`config.mk`:
```
export PLATFORM = sky130hd
export DESIGN_NAME = tsig_frame_decoder
export DESIGN_NICKNAME = d
export VERILOG_FILES = /design/src/rtl/tsig_pkg.sv /design/src/rtl/tsig_parity_group.sv /design/src/rtl/tsig_bcd_field.sv /design/src/rtl/tsig_frame_decoder.sv
export SDC_FILE = /design/constraint.sdc
export NUM_CORES = 1
export LEC_CHECK = 0
export ABC_AREA = 1
export BUFFER_PORTS_ARGS = -buffer_cell sky130_fd_sc_hd__buf_2
export CAP_MARGIN = 40
export CORE_MARGIN = 2
export CORE_UTILIZATION = 35
export CTS_BUF_LIST = sky130_fd_sc_hd__clkbuf_16
export CTS_CLUSTER_SIZE = 12
export DETAILED_ROUTE_END_ITERATION = 12
export PLACE_DENSITY = 0.64
export SLEW_MARGIN = 5
export SYNTH_ARGS = -nofsm -noshare
export SYNTH_HDL_FRONTEND = slang
export SYNTH_SLANG_ARGS = --single-unit
```
`constraint.sdc`:
```
create_clock -name clk -period 1.88 [get_ports clk]
set_input_delay 0.188 -clock clk [delete_from_list [all_inputs] [get_ports clk]]
set_output_delay 0.188 -clock clk [all_outputs]
set_load 0.02 [all_outputs]
```
`src/rtl/tsig_pkg.sv`:
```
package tsig_pkg;

    localparam int FRAME_W  = 59;
    localparam int MARK_BIT = 20;
    localparam int NFIELD   = 6;
    localparam int NGROUP   = 3;
    localparam int VAL_W    = 8;

    typedef struct packed {
        logic [VAL_W-1:0] minute;
        logic [VAL_W-1:0] hour;
        logic [VAL_W-1:0] mday;
        logic [VAL_W-1:0] wday;
        logic [VAL_W-1:0] month;
        logic [VAL_W-1:0] year;
    } tsig_time_t;

    // field order: 0 minute, 1 hour, 2 day, 3 weekday, 4 month, 5 year
    function automatic int fld_lsb(input int i);
        case (i)
            0: return 21;  1: return 29;  2: return 36;
            3: return 42;  4: return 45;  default: return 50;
        endcase
    endfunction

    function automatic int fld_units_w(input int i);
        return (i == 3) ? 3 : 4;
    endfunction

    function automatic int fld_tens_w(input int i);
        case (i)
            0: return 3;  1: return 2;  2: return 2;
            3: return 0;  4: return 1;  default: return 4;
        endcase
    endfunction

    function automatic int fld_min(input int i);
        return (i == 2 || i == 3 || i == 4) ? 1 : 0;
    endfunction

    function automatic int fld_max(input int i);
        case (i)
            0: return 59;  1: return 23;  2: return 31;
            3: return 7;   4: return 12;  default: return 99;
        endcase
    endfunction

    function automatic int grp_lo(input int g);
        case (g)
            0: return 21;  1: return 29;  default: return 36;
        endcase
    endfunction

    function automatic int grp_hi(input int g);
        case (g)
            0: return 28;  1: return 35;  default: return 58;
        endcase
    endfunction

endpackage

```
`src/rtl/tsig_parity_group.sv`:
```
module tsig_parity_group #(
    parameter int W = 8
) (
    input  logic [W-1:0] bits_i,
    output logic         even_ok
);
    always_comb even_ok = ~(^bits_i);
endmodule

```
`src/rtl/tsig_bcd_field.sv`:
```
module tsig_bcd_field
    import tsig_pkg::*;
#(
    parameter int UW = 4,
    parameter int TW = 3,
    parameter int LO = 0,
    parameter int HI = 59
) (
    input  logic [UW+TW-1:0]  raw_i,
    output logic [VAL_W-1:0]  value_o,
    output logic              ok_o
);
    localparam logic [VAL_W-1:0] LO_V = VAL_W'(LO);
    localparam logic [VAL_W-1:0] HI_V = VAL_W'(HI);

    logic [VAL_W-1:0] units_v;
    logic [VAL_W-1:0] tens_v;
    logic             digit_ok;
    logic             lo_ok;

    always_comb units_v = {{(VAL_W-UW){1'b0}}, raw_i[UW-1:0]};

    generate
        if (TW > 0) begin : g_tens
            always_comb tens_v = {{(VAL_W-TW){1'b0}}, raw_i[UW+TW-1:UW]};
        end else begin : g_no_tens
            always_comb tens_v = '0;
        end

        if (UW == 4) begin : g_digit
            always_comb digit_ok = (raw_i[3:0] <= 4'd9);
        end else begin : g_no_digit
            always_comb digit_ok = 1'b1;
        end

        if (LO > 0) begin : g_lo
            always_comb lo_ok = (value_o >= LO_V);
        end else begin : g_no_lo
            always_comb lo_ok = 1'b1;
        end
    endgenerate

    always_comb value_o = units_v + tens_v * VAL_W'(10);
    always_comb ok_o    = digit_ok && lo_ok && (value_o <= HI_V);

endmodule

```
`src/rtl/tsig_frame_decoder.sv`:
```
module tsig_frame_decoder
    import tsig_pkg::*;
(
    input  logic               clk,
    input  logic               rst,
    input  logic [FRAME_W-1:0] frame_in,
    input  logic               decode_go,
    output logic               done,
    output logic               valid,
    output logic [VAL_W-1:0]   minute_o,
    output logic [VAL_W-1:0]   hour_o,
    output logic [VAL_W-1:0]   mday_o,
    output logic [VAL_W-1:0]   wday_o,
    output logic [VAL_W-1:0]   month_o,
    output logic [VAL_W-1:0]   year_o
);
    logic [VAL_W-1:0]  fld_val [NFIELD];
    logic [NFIELD-1:0] fld_ok;
    logic [NGROUP-1:0] grp_ok;
    logic              frame_good;
    tsig_time_t        time_q;
    logic              done_q;
    logic              valid_q;

    genvar gi;
    generate
        for (gi = 0; gi < NFIELD; gi++) begin : g_fld
            localparam int L  = fld_lsb(gi);
            localparam int UW = fld_units_w(gi);
            localparam int TW = fld_tens_w(gi);
            tsig_bcd_field #(
                .UW(UW), .TW(TW), .LO(fld_min(gi)), .HI(fld_max(gi))
            ) u_fld (
                .raw_i   (frame_in[L +: UW+TW]),
                .value_o (fld_val[gi]),
                .ok_o    (fld_ok[gi])
            );
        end

        for (gi = 0; gi < NGROUP; gi++) begin : g_par
            localparam int PL = grp_lo(gi);
            localparam int PH = grp_hi(gi);
            tsig_parity_group #(.W(PH-PL+1)) u_par (
                .bits_i  (frame_in[PH:PL]),
                .even_ok (grp_ok[gi])
            );
        end
    endgenerate

    always_comb begin
        frame_good = (frame_in != '0) && frame_in[MARK_BIT]
                     && (&grp_ok) && (&fld_ok);
    end

    always_ff @(posedge clk) begin
        if (rst) begin
            done_q  <= 1'b0;
            valid_q <= 1'b0;
            time_q  <= '0;
        end else begin
            done_q <= decode_go;
            if (decode_go) begin
                valid_q      <= frame_good;
                time_q.minute <= fld_val[0];
                time_q.hour   <= fld_val[1];
                time_q.mday   <= fld_val[2];
                time_q.wday   <= fld_val[3];
                time_q.month  <= fld_val[4];
                time_q.year   <= fld_val[5];
            end
        end
    end

    assign done     = done_q;
    assign valid    = valid_q;
    assign minute_o = time_q.minute;
    assign hour_o   = time_q.hour;
    assign mday_o   = time_q.mday;
    assign wday_o   = time_q.wday;
    assign month_o  = time_q.month;
    assign year_o   = time_q.year;


    reset_idle_chk: assert property (@(posedge clk)
        $past(rst) |-> (!done && !valid && minute_o == '0 && year_o == '0));


    hold_no_strobe_chk: assert property (@(posedge clk) disable iff (rst)
        !$past(decode_go) |-> ($stable(valid) && $stable(minute_o) && $stable(hour_o)
                               && $stable(mday_o) && $stable(year_o)));


    zero_frame_chk: assert property (@(posedge clk) disable iff (rst)
        ($past(decode_go) && $past(frame_in) == '0) |-> !valid);


    marker_chk: assert property (@(posedge clk) disable iff (rst)
        ($past(decode_go) && !$past(frame_in[MARK_BIT])) |-> !valid);


    minute_parity_chk: assert property (@(posedge clk) disable iff (rst)
        ($past(decode_go) && (^$past(frame_in[28:21]))) |-> !valid);


    range_chk: assert property (@(posedge clk) disable iff (rst)
        valid |-> (minute_o <= 8'd59 && hour_o <= 8'd23 && mday_o >= 8'd1
                   && mday_o <= 8'd31 && wday_o >= 8'd1 && wday_o <= 8'd7
                   && month_o >= 8'd1 && month_o <= 8'd12 && year_o <= 8'd99));

endmodule

```
---- Word-level counts from Yosys, hierarchy flattened ----
Index checks and enable logic that the tools add are counted.
operators by class
  add/subtract/negate cells ............... 5
  $mul .................................... 5
  div/mod/pow operators ................... 0
  magnitude comparators ................... 14
  eq/ne operators ......................... 0
  shifts and indexed selects .............. 0
  muxes and demuxes ....................... 0
  bitwise operators ....................... 3
  reductions and logical operators ........ 17
operators by type and width
  cell                                                                    number
  59-bit nonzero test                                                     1
  4-bit by 8-bit adder with 8-bit output                                  5
  23-bit XOR reduction                                                    1
  4-bit <= comparator (second input constant)                             5
  8-bit by 1-bit >= comparator with 1-bit output (second input constant)  2
  8-bit by 5-bit <= comparator with 1-bit output (second input constant)  2
  1-bit logical AND                                                       11
  2-bit by 3-bit multiplier with 5-bit output (second input constant)     2
  8-bit by 4-bit <= comparator with 1-bit output (second input constant)  1
  8-bit by 6-bit <= comparator with 1-bit output (second input constant)  1
  8-bit by 7-bit <= comparator with 1-bit output (second input constant)  1
  8-bit XOR reduction                                                     1
  4-bit by 3-bit multiplier with 7-bit output (second input constant)     1
  7-bit XOR reduction                                                     1
  3-bit by 3-bit multiplier with 6-bit output (second input constant)     1
  6-bit AND reduction                                                     1
  1-bit by 3-bit multiplier with 4-bit output (second input constant)     1
  3-bit by 1-bit >= comparator with 1-bit output (second input constant)  1
  3-bit <= comparator (second input constant)                             1
  1-bit NOT                                                               3
  3-bit AND reduction                                                     1
word-level totals
  register bits ........................... 45
  bits in latches ......................... 0
  RAM bits ................................ 0
  bits in read-only memories .............. 0
  input port bits ......................... 62
  output and inout port bits .............. 50
  logic and storage cells ................. 52
  memories ................................ 0

---- Depth between registers and ports, before layout ----
Gate-level depths: netlist of the first run.
  word-level depth ........................ 7
  mapped depth ............................ 14
  mapped depth without buffers ............ 14

---- By module ----
From an unflattened synthesis of the first run, not the netlist that was laid out.
second synthesis, totals
  cells, all modules ...................... 620
  area, all modules ....................... 3870.0 um2
modules (own cells, without submodules)
  module                               times used  cells each  area each (um2)  seq. area each (um2)
  tsig_frame_decoder                   1           225         1770.4           1001.0
  tsig_parity_group at g_par[2].u_par  1           99          442.9            0.0
  tsig_bcd_field at g_fld[5].u_fld     1           58          385.4            0.0
  tsig_bcd_field at g_fld[0].u_fld     1           58          307.8            0.0
  tsig_bcd_field at g_fld[1].u_fld     1           32          217.7            0.0
  tsig_bcd_field at g_fld[2].u_fld     1           35          217.7            0.0
  tsig_bcd_field at g_fld[4].u_fld     1           32          175.2            0.0
  tsig_parity_group at g_par[0].u_par  1           37          145.1            0.0
  tsig_parity_group at g_par[1].u_par  1           32          132.6            0.0
  tsig_bcd_field at g_fld[3].u_fld     1           12          75.1             0.0

---- Worst setup path after synthesis of the first run ----
Ideal clock, no wire load.
  kind .................................... input port to flip-flop
  from .................................... in frame_in[55]
  to ...................................... reg valid_q, in the netlist valid
  setup time .............................. 127 ps
  data arrival time ....................... 1785 ps
  data required time ...................... 1753 ps
  slack ................................... -32 ps
  cell stages on the path ................. 12
  path buffers ............................ 0
  cells stage by stage .................... ha_1 ha_1 fa_1 nand2_1 inv_2 nand3_1 nand3_1 nand3_1 nor2_1 nor2_1 nand3_1 a21oi_2
on the way
  cells in the longest elaborated chain, start to end .. 6
  elaborated cells on any way between the ends .. 12
  those cells by class .................... 1 x add/sub; 1 x mul; 1 x order compare; 1 x bitwise; 8 x reduce/logical
ends and longest elaborated chain
  element                                         line                      text
  start: declaration                              tsig_frame_decoder.sv:6   input logic [FRAME_W-1:0] frame_in,
  4-bit by 3-bit multiplier with 7-bit output     tsig_bcd_field.sv:43      always_comb value_o = units_v + tens_v * VAL_W'(10);
  4-bit by 8-bit adder with 8-bit output          tsig_bcd_field.sv:43
  8-bit by 7-bit <= comparator with 1-bit output  tsig_bcd_field.sv:44      always_comb ok_o = digit_ok && lo_ok && (value_o <= HI_V);
  1-bit logical AND                               tsig_bcd_field.sv:44
  6-bit AND reduction                             tsig_frame_decoder.sv:52  && (&grp_ok) && (&fld_ok);
  1-bit logical AND *                             tsig_frame_decoder.sv:52
  end signal: assignment                          tsig_frame_decoder.sv:63  valid_q <= frame_good;
  end: declaration                                tsig_frame_decoder.sv:23  logic valid_q;
Every way passes the cells marked *; elsewhere a longest branch is shown, timed or not.
A chain may end at the register's enable or synchronous reset.

---- Worst setup path after layout of the first run ----
  from .................................... in frame_in[57]
  to ...................................... reg valid_q, in the netlist valid
Same word-level chain as after synthesis.

==> qor.csv, run 1 <==
stage,metric,value,unit
sta,fin_hold_ws,0.187,ns
clock_tree,clkSinkCount,38,
clock_tree,cts.clk_slew.worst_paths,0.06,ns
grt,groute.layer.met1.usage,19.8,%
power,finalPower,0.00269,W
setup_path,worstSetupPathType,primary input to register,
grt,antenna_found_initial,0,
clock_tree,cts.path.max_buffers,2,
sta,skew,0,ns
setup_path,rr_worst_depth,3,
detailed_routing,wl,8010,µm
setup_path,setup.worst_path.end_class,register,
sta,setup_viol,0,
detailed_routing,drt_pre_antenna_iters,4,
sta,hold_viol_final,0,
clock_tree,numCtsBuffers,5,
setup_path,cp-start-kind,primary input,
detailed_routing,wl_per_cell,10.9,µm
grt,overflow,0,
floorplan,fp-row-count,35,
logic_synthesis,netlist_instances,512,
logic_synthesis,synth_xor_area_share,2.87,%
detailed_routing,via_per_inst,4.44,
logic_synthesis,synth_top_area_cell,dfxtp_1,
logic_synthesis,synthArstFlopShare,0,%
sta,layout_setup_ws,0.0515,ns
logic_synthesis,syn_area_per_cell,6.55,µm²
logic_synthesis,synth_area,3350,µm²
floorplan,dieArea,10400,µm²
finish,drive_above_1_share,20.5,%
logic_synthesis,ys_ff_latch,38,
detailed_routing,dr.first_iter.drc_count,86,
clock_tree,cts_tree,done,
sta,fin_crit,1.83,ns
clock_tree,root_buffer,clkbuf_16,
detailed_routing,antenna_left,0,
logic_synthesis,synthFlopType,dfxtp_1,
power,leakagePower,2.47,nW
logic_synthesis,yosysMostFrequentCell,nand2_1,
place,globalplace.congestion,0.869,
power,powerDensity,647,nW/µm²
setup_path,crit_required,2.09,ns
place,dpl.hpwl,6580,µm
grt,met2_usage,27.1,%
finish,fin_nets,725,
logic_synthesis,synth-simple-area-share,27.6,%
grt,track_usage,15.4,%
detailed_routing,drc,0,
clock_tree,cts-hold-fix-buffers,0,
logic_synthesis,ys_seq_area_share,22.7,%
logic_synthesis,yosys_warnings,0,
floorplan,core,9280,µm²
grt,met3_usage,2.12,%
grt,grt_busiest_layer,met2,
logic_synthesis,synth_top_family_by_area,simple AND/OR/NAND/NOR gates,
detailed_routing,vias,3265,
setup_path,cp_max_fo,6,
status,status,"finished, final reports clean",
logic_synthesis,synthAdderAreaFrac,22.4,%
setup_path,arrival,2.04,ns
logic_synthesis,synth_common_cells,"nand2_1, inv_1, nor2_1",
floorplan,die_h,102,µm
place,io_buffers,79,
grt,grt_pass1_wl,13000,µm
grt,grt_pass1_vias,3017,
flow_run,drv_cap,0,
sta,fin_crit_sh,97.3,%
floorplan,fp.dieW,102,µm
sta,slew_violations,0,
min_path,hold_path.class,primary input to register,
logic_synthesis,yosys.cell_types.count,27,
sta,grt_setup_unrepaired,true,
floorplan,io_pins,112,
finish,antennaDiodeCount,0,
logic_synthesis,synth-compound-area-share,10.0,%
logic_synthesis,synthTopCellsByArea,"dfxtp_1, ha_1, nand2_1",
floorplan,initial_core_util,36.1,%
power,peakVddDrop,0.415,mV
clock_tree,h-tree-depth,2,
place,pre_cts_ws,-0.250,ns
clock_tree,clock_latency,0.27,ns
sta,fmax,547,MHz
logic_synthesis,synth.area.mux_share,0,%
min_path,min_path_cells,3,
grt,grt_max_degree,33,
finish,area_growth,24.1,%
logic_synthesis,synth_top_cell_area_share,22.7,%
logic_synthesis,synth-edff-count,0,
routing by layer:
metal  vias to the layer above  part of all wire [%]
met5                         -                     0
met3                         9                   4.1
met1                      1447                    47
met2                        74                    48
li1                       1735                     -
met4                         0                   1.7
power by group:
part,internal (W),total (W),switching (W)
clock network,0.000479,0.000806,0.000327
registers,0.000870,0.000899,0.0000295
logic,0.000380,0.000987,0.000607
total,0.00173,0.00269,0.000964
per-stage QoR:
step | instance area (µm²) | utilization [%] | setup TNS (ns) | instances
6_report | 4160 | 44.8 | 0 | 735
4_1_cts | 4090 | 44.1 | 0 | 733
3_5_place_dp | 3960 | 42.6 | -0.501 | 726
5_1_grt | 4160 | 44.8 | -0.0742 | 735
3_3_place_gp | 3960 | 42.6 | -0.360 | 726
2_1_floorplan | 3400 | - | 0 | 523
final cells by class:
class / instances / area, µm²
tap: 129 / 161
clock inverter: 2 / 10.0
timing repair buffer: 99 / 562
inverter: 93 / 349
fill: 957 / 5120
sequential: 38 / 761
clock buffer: 5 / 125
multi-input combinational: 369 / 2190
sequential cells by signal, summed over array words and instances (netlist names):
signal / flops
done: 1
hour_o: 6
mday_o: 6
minute_o: 8
month_o: 5
valid: 1
wday_o: 3
year_o: 8
what timing repair did:
| item | 4_1_cts | 5_1_grt |
|---|---|---|
| setup buffers | 0 | 2 |
| setup endpoints to repair | 0 | 2 |
| gates resized for setup | 0 | 11 |
kinds of logic after synthesis:
logic type / after synthesis
flops: 38
compound gates: 62
other cells: 1
fa+ha+maj: 57
xor+xnor: 11
buf+inv: 116
simple gates: 227
worst max-delay path, cell delays in order:
cell and delay [ns]:
buf_8 0.10, ha_4 0.23, ha_4 0.16, fa_1 0.56
nand2_1 0.07, inv_2 0.11, nand4_1 0.12, nand2_1 0.11
nand3_1 0.07, nor2_1 0.09, nand3_1 0.10, a21oi_2 0.14
final timing paths:
path	to	slack, ns	start
max	valid	0.05	frame_in[57]
min	minute_o[0]	0.19	frame_in[21]
max reg2reg	hour_o[5]	1.10	hour_o[5]
min reg2reg	year_o[3]	0.48	year_o[3]
layout by cell type (no fill, tap or decap), drive strengths merged:
master  netlist  final
o21ai        33     33
nand2       139    139
dfxtp        38     38
or2           1      1
nor3          1      1
fa            5      5
nand3        25     25
clkinv        1      3
xor2          6      6
nand4         5      5
nand3b        3      3
inv          92     92
nor2         53     53
a21oi        22     22
xnor2         5      5
conb          1     12
o211ai        5      5
clkbuf        9      5
ha           52     52
o21bai        2      2
buf          14     99
(Power assumes the default switching activity.)
==> run 2, diff against run 1 <==
--- a/config.mk
+++ b/config.mk
@@ -13,6 +13,7 @@
 export CTS_BUF_LIST = sky130_fd_sc_hd__clkbuf_16
 export CTS_CLUSTER_SIZE = 12
 export DETAILED_ROUTE_END_ITERATION = 12
+export MAX_ROUTING_LAYER = met4
 export PLACE_DENSITY = 0.64
 export SLEW_MARGIN = 5
 export SYNTH_ARGS = -nofsm -noshare
==> qor.csv, run 2 (same netlist as run 1, synthesis figures left out) <==
stage,metric,value,unit,change
detailed_routing,vias,3264,,-0.031%
power,powerDensity,647,nW/µm²,about the same
finish,reg_top3,"minute_o x8, year_o x8",,
setup_path,arrival,2.04,ns,about the same
grt,overflow,0,,unchanged
finish,final_cell_mix,"nand2_1, inv_1, buf_2, nor2_1, ha_1",,
status,status,"finished, final reports clean",,
floorplan,fp-row-count,35,,unchanged
clock_tree,cts_tree,done,,
clock_tree,cts.clk_slew.worst_paths,0.06,ns,about the same
min_path,hold_path.class,primary input to register,,
clock_tree,clkSinkCount,38,,unchanged
setup_path,cp-start-kind,primary input,,
clock_tree,h-tree-depth,2,,unchanged
grt,antenna_found_initial,0,,unchanged
clock_tree,numCtsBuffers,5,,unchanged
flow_run,drv_cap,0,,unchanged
power,peakVddDrop,0.415,mV,about the same
setup_path,crit_required,2.09,ns,about the same
finish,layout_commonest_cell,nand2_1,,
setup_path,slowest_delay,0.56,ns,about the same
place,dpl.hpwl,6580,µm,unchanged
floorplan,initial_core_util,36.1,%,unchanged
floorplan,dieArea,10400,µm²,unchanged
sta,layout_setup_ws,0.0500,ns,-0.00157 ns
sta,grt_setup_unrepaired,true,,
detailed_routing,wl,8010,µm,about the same
sta,skew,0,ns,unchanged
finish,antennaDiodeCount,0,,unchanged
detailed_routing,antenna_left,0,,unchanged
place,globalplace.congestion,0.883,,+1.6%
power,leakagePower,2.47,nW,unchanged
clock_tree,cts.path.max_buffers,2,,unchanged
floorplan,io_pins,112,,unchanged
setup_path,worstSetupPathType,primary input to register,,
finish,seq_area,761,µm²,unchanged
grt,grt_max_degree,33,,unchanged
grt,grt_pass1_wl,13000,µm,unchanged
finish,fin_nets,725,,unchanged
setup_path,path_buf_inv,2,,unchanged
clock_tree,cts-hold-fix-buffers,0,,unchanged
sta,fin_crit,1.83,ns,+0.00157 ns
floorplan,core,9280,µm²,unchanged
sta,tns,0,ns,unchanged
sta,hold_viol_final,0,,unchanged
setup_path,crit_family,adder cells,,
finish,drive_above_1_share,20.5,%,unchanged
detailed_routing,drt_pre_antenna_iters,4,,unchanged
floorplan,fp.dieW,102,µm,unchanged
sta,slew_violations,0,,unchanged
sta,fin_crit_sh,97.3,%,about the same
sta,setup_viol,0,,unchanged
clock_tree,clock_latency,0.27,ns,about the same
detailed_routing,via_per_inst,4.44,,about the same
place,io_buffers,79,,unchanged
setup_path,path_cells,buf_8 > ha_4 > ha_4 > fa_1 > nand2_1 > inv_2 > nand4_1 > nand2_1 > nand3_1 > nor2_1 > nand3_1 > a21oi_2,,
setup_path,slowest_stage,fa_1,,
grt,grt_pass1_vias,3017,,unchanged
finish,area_growth,24.1,%,unchanged
detailed_routing,dr.first_iter.drc_count,86,,unchanged
power,finalPower,0.00269,W,about the same
detailed_routing,drc,0,,unchanged
setup_path,cp_max_fo,6,,unchanged
clock_tree,root_buffer,clkbuf_16,,
finish,multi_input_area,2190,µm²,unchanged
grt,track_usage,15.9,%,+0.47 points
floorplan,die_h,102,µm,unchanged
sta,fmax,546,MHz,about the same
detailed_routing,wl_per_cell,10.9,µm,about the same
place,pre_cts_ws,-0.250,ns,unchanged
setup_path,setup.worst_path.end_class,register,,
finish,fill_cells,957,,unchanged
run 2: area by class of cell:
type                    instances  area share, %
multi-input cells             369           52.7
flip-flops and latches         38           18.3
repair buffers                 99           13.5
inverters                      93           8.39
well taps                     129           3.88
clock buffers                   5           3.01
clock inverters                 2          0.241
run 2: worst paths after layout:
check / slack (ns) / to / start / cells after the start
worst max-delay path: 0.05 / valid / frame_in[57] / 12
worst max register to register: 1.10 / hour_o[5] / hour_o[5] / 3
worst min register to register: 0.48 / valid / valid / 2
worst min-delay path: 0.19 / minute_o[0] / frame_in[21] / 3
run 2: per-layer routing:
| metal | wire (µm) | part of all wire [%] | track usage, % | vias to the layer above |
|---|---|---|---|---|
| met2 | 3780 | 47 | 27.1 | 76 |
| li1 | - | - | - | 1734 |
| met3 | 340 | 4.2 | 1.98 | 9 |
| met4 | 133 | 1.7 | 4.21 | 0 |
| met5 | 0 | 0 | - | - |
| met1 | 3760 | 47 | 19.9 | 1445 |
run 2: tightest hold or removal path: stages:
cell and delay (ns):
buf_2 0.11, inv_1 0.06, a21oi_1 0.06
run 2: power by group:
group	leakage, nW	internal, W	switching (W)	total, W
registers	0.316	0.000870	0.0000296	0.000899
clock network	0.0694	0.000479	0.000328	0.000807
logic	2.09	0.000380	0.000607	0.000987
total	2.47	0.00173	0.000965	0.00269
run 2: per-stage QoR:
step / util (%) / instance area [µm²] / instances / hold slack (ns)
after floorplan: - / 3400 / 523 / 0.346
after global placement: 42.6 / 3960 / 726 / 0.459
after detailed placement: 42.6 / 3960 / 726 / 0.466
after CTS: 44.1 / 4090 / 733 / 0.187
after global routing: 44.8 / 4160 / 735 / 0.197
final: 44.8 / 4160 / 735 / 0.187
run 2: repair_timing:
| action | in CTS | in global routing |
|---|---|---|
| endpoints found under the setup margin | 0 | 2 |
| gates resized for setup | 0 | 11 |
| buffers inserted | 0 | 2 |
| hold endpoints to repair | 0 | 0 |
==> run 3, diff against run 2 <==
--- a/config.mk
+++ b/config.mk
@@ -10,7 +10,6 @@
 export CAP_MARGIN = 40
 export CORE_MARGIN = 2
 export CORE_UTILIZATION = 35
-export CTS_BUF_LIST = sky130_fd_sc_hd__clkbuf_16
 export CTS_CLUSTER_SIZE = 12
 export DETAILED_ROUTE_END_ITERATION = 12
 export MAX_ROUTING_LAYER = met4
==> qor.csv, run 3 (same netlist as run 1, synthesis figures left out) <==
stage,metric,value,unit,change
status,status,"finished, final reports clean",,
floorplan,dieArea,10400,µm²,unchanged
grt,grt_pass1_wl,12900,µm,-0.53%
power,powerDensity,592,nW/µm²,-8.6%
floorplan,fp.dieW,102,µm,unchanged
sta,fin_crit_sh,97.3,%,about the same
grt,antenna_found_initial,0,,unchanged
grt,overflow,0,,unchanged
grt,grt_pass1_vias,3001,,-0.53%
detailed_routing,antenna_left,0,,unchanged
clock_tree,clkSinkCount,38,,unchanged
sta,layout_setup_ws,0.0516,ns,+0.00168 ns
finish,final_cell_mix,"nand2_1, inv_1, buf_2, nor2_1, ha_1",,
finish,reg_top3,"minute_o x8, year_o x8",,
clock_tree,numCtsBuffers,5,,unchanged
setup_path,setup.worst_path.end_class,register,,
grt,track_usage,15.8,%,-0.12 points
sta,hold_viol_final,0,,unchanged
sta,fin_crit,1.83,ns,-0.00168 ns
detailed_routing,drc,0,,unchanged
place,dpl.hpwl,6580,µm,unchanged
clock_tree,cts.path.max_buffers,2,,unchanged
detailed_routing,via_per_inst,4.43,,-0.28%
floorplan,die_h,102,µm,unchanged
detailed_routing,vias,3255,,-0.28%
floorplan,core,9280,µm²,unchanged
finish,final_cells,735,,unchanged
finish,area_growth,22.4,%,
finish,fin_nets,725,,unchanged
setup_path,cp-start-kind,primary input,,
sta,grt_setup_unrepaired,true,,
setup_path,arrival,2.04,ns,about the same
clock_tree,cts_tree,done,,
place,placed_area,3960,µm²,unchanged
sta,slew_violations,0,,unchanged
sta,skew,0,ns,unchanged
setup_path,cp_max_fo,6,,unchanged
place,io_buffers,79,,unchanged
detailed_routing,wl,7950,µm,-0.79%
power,peakVddDrop,0.338,mV,-19%
place,globalplace.congestion,0.883,,unchanged
power,leakagePower,2.45,nW,-1.0%
detailed_routing,wl_per_cell,10.8,µm,-0.79%
setup_path,worstSetupPathType,primary input to register,,
finish,layout_commonest_cell,nand2_1,,
detailed_routing,dr.first_iter.drc_count,92,,+7.0%
finish,design_area,4110,µm²,-1.4%
floorplan,initial_core_util,36.1,%,unchanged
place,pre_cts_ws,-0.250,ns,unchanged
clock_tree,clock_latency,0.28,ns,about the same
floorplan,io_pins,112,,unchanged
flow_run,drv_cap,0,,unchanged
finish,fill_cells,962,,+0.52%
clock_tree,h-tree-depth,2,,unchanged
grt,grt_max_degree,33,,unchanged
sta,tns,0,ns,unchanged
finish,antennaDiodeCount,0,,unchanged
place,dp_cells,726,,unchanged
finish,drive_above_1_share,20.5,%,unchanged
min_path,hold_path.class,primary input to register,,
clock_tree,cts-hold-fix-buffers,0,,unchanged
setup_path,crit_required,2.10,ns,about the same
sta,fmax,547,MHz,about the same
sta,setup_viol,0,,unchanged
floorplan,fp-row-count,35,,unchanged
clock_tree,root_buffer,clkbuf_8,,
clock_tree,cts.clk_slew.worst_paths,0.08,ns,+0.02 ns
detailed_routing,drt_pre_antenna_iters,4,,unchanged
[run 3: timing repair]
action | CTS | global route
gates resized for setup | 0 | 11
setup endpoints to repair | 0 | 2
buffers inserted | 0 | 2
[run 3: report_power, final]
| part | switching, W | internal [W] | leakage, nW |
|---|---|---|---|
| logic | 0.000607 | 0.000380 | 2.09 |
| registers | 0.0000295 | 0.000868 | 0.316 |
| clock network | 0.000294 | 0.000250 | 0.0438 |
[run 3: worst max-delay path, stage by stage]
cell and delay [ns]:
buf_8 0.10, ha_4 0.23, ha_4 0.16, fa_1 0.56, nand2_1 0.07, inv_2 0.11
nand2_1 0.06, nand2_1 0.07, inv_1 0.05, nand3_1 0.06, nor2_1 0.05, nor2_1 0.09
nand3_1 0.09, a21oi_2 0.14
[run 3: metrics by stage]
step	utilization [%]	total power [W]	hold slack, ns
4_1_cts	43.5	0.00243	0.169
2_1_floorplan	-	0.00159	0.346
5_1_grt	44.2	0.00264	0.172
6_report	44.2	0.00243	0.177
3_5_place_dp	42.6	0.00188	0.466
3_3_place_gp	42.6	0.00186	0.459
[run 3: cell type report]
cell class	instances	area, µm²	share of cell area (%)
Multi-Input combinational cell	369	2190	53.4
Inverter	93	349	8.50
Tap cell	129	161	3.93
Sequential cell	38	761	18.5
Clock inverter	2	10.0	0.244
Timing Repair Buffer	99	562	13.7
Clock buffer	5	68.8	1.68
[run 3: per-layer routing]
metal  wire [µm]  vias up  share of wire [%]  track usage (%)
li1            -     1735                  -                -
met1        3650     1432                 46             20.0
met2        3760       82                 47             26.8
met3         425        6                5.3             1.98
met4         108        0                1.4             3.90
met5           0        -                  0                -
[run 3: worst paths after layout]
kind,startpoint,to,slack (ns),cells after the start
worst max register to register,hour_o[5],hour_o[5],1.10,3
worst min register to register,valid,valid,0.48,2
worst min-delay path,frame_in[21],minute_o[0],0.18,3
worst max-delay path,frame_in[57],valid,0.05,14
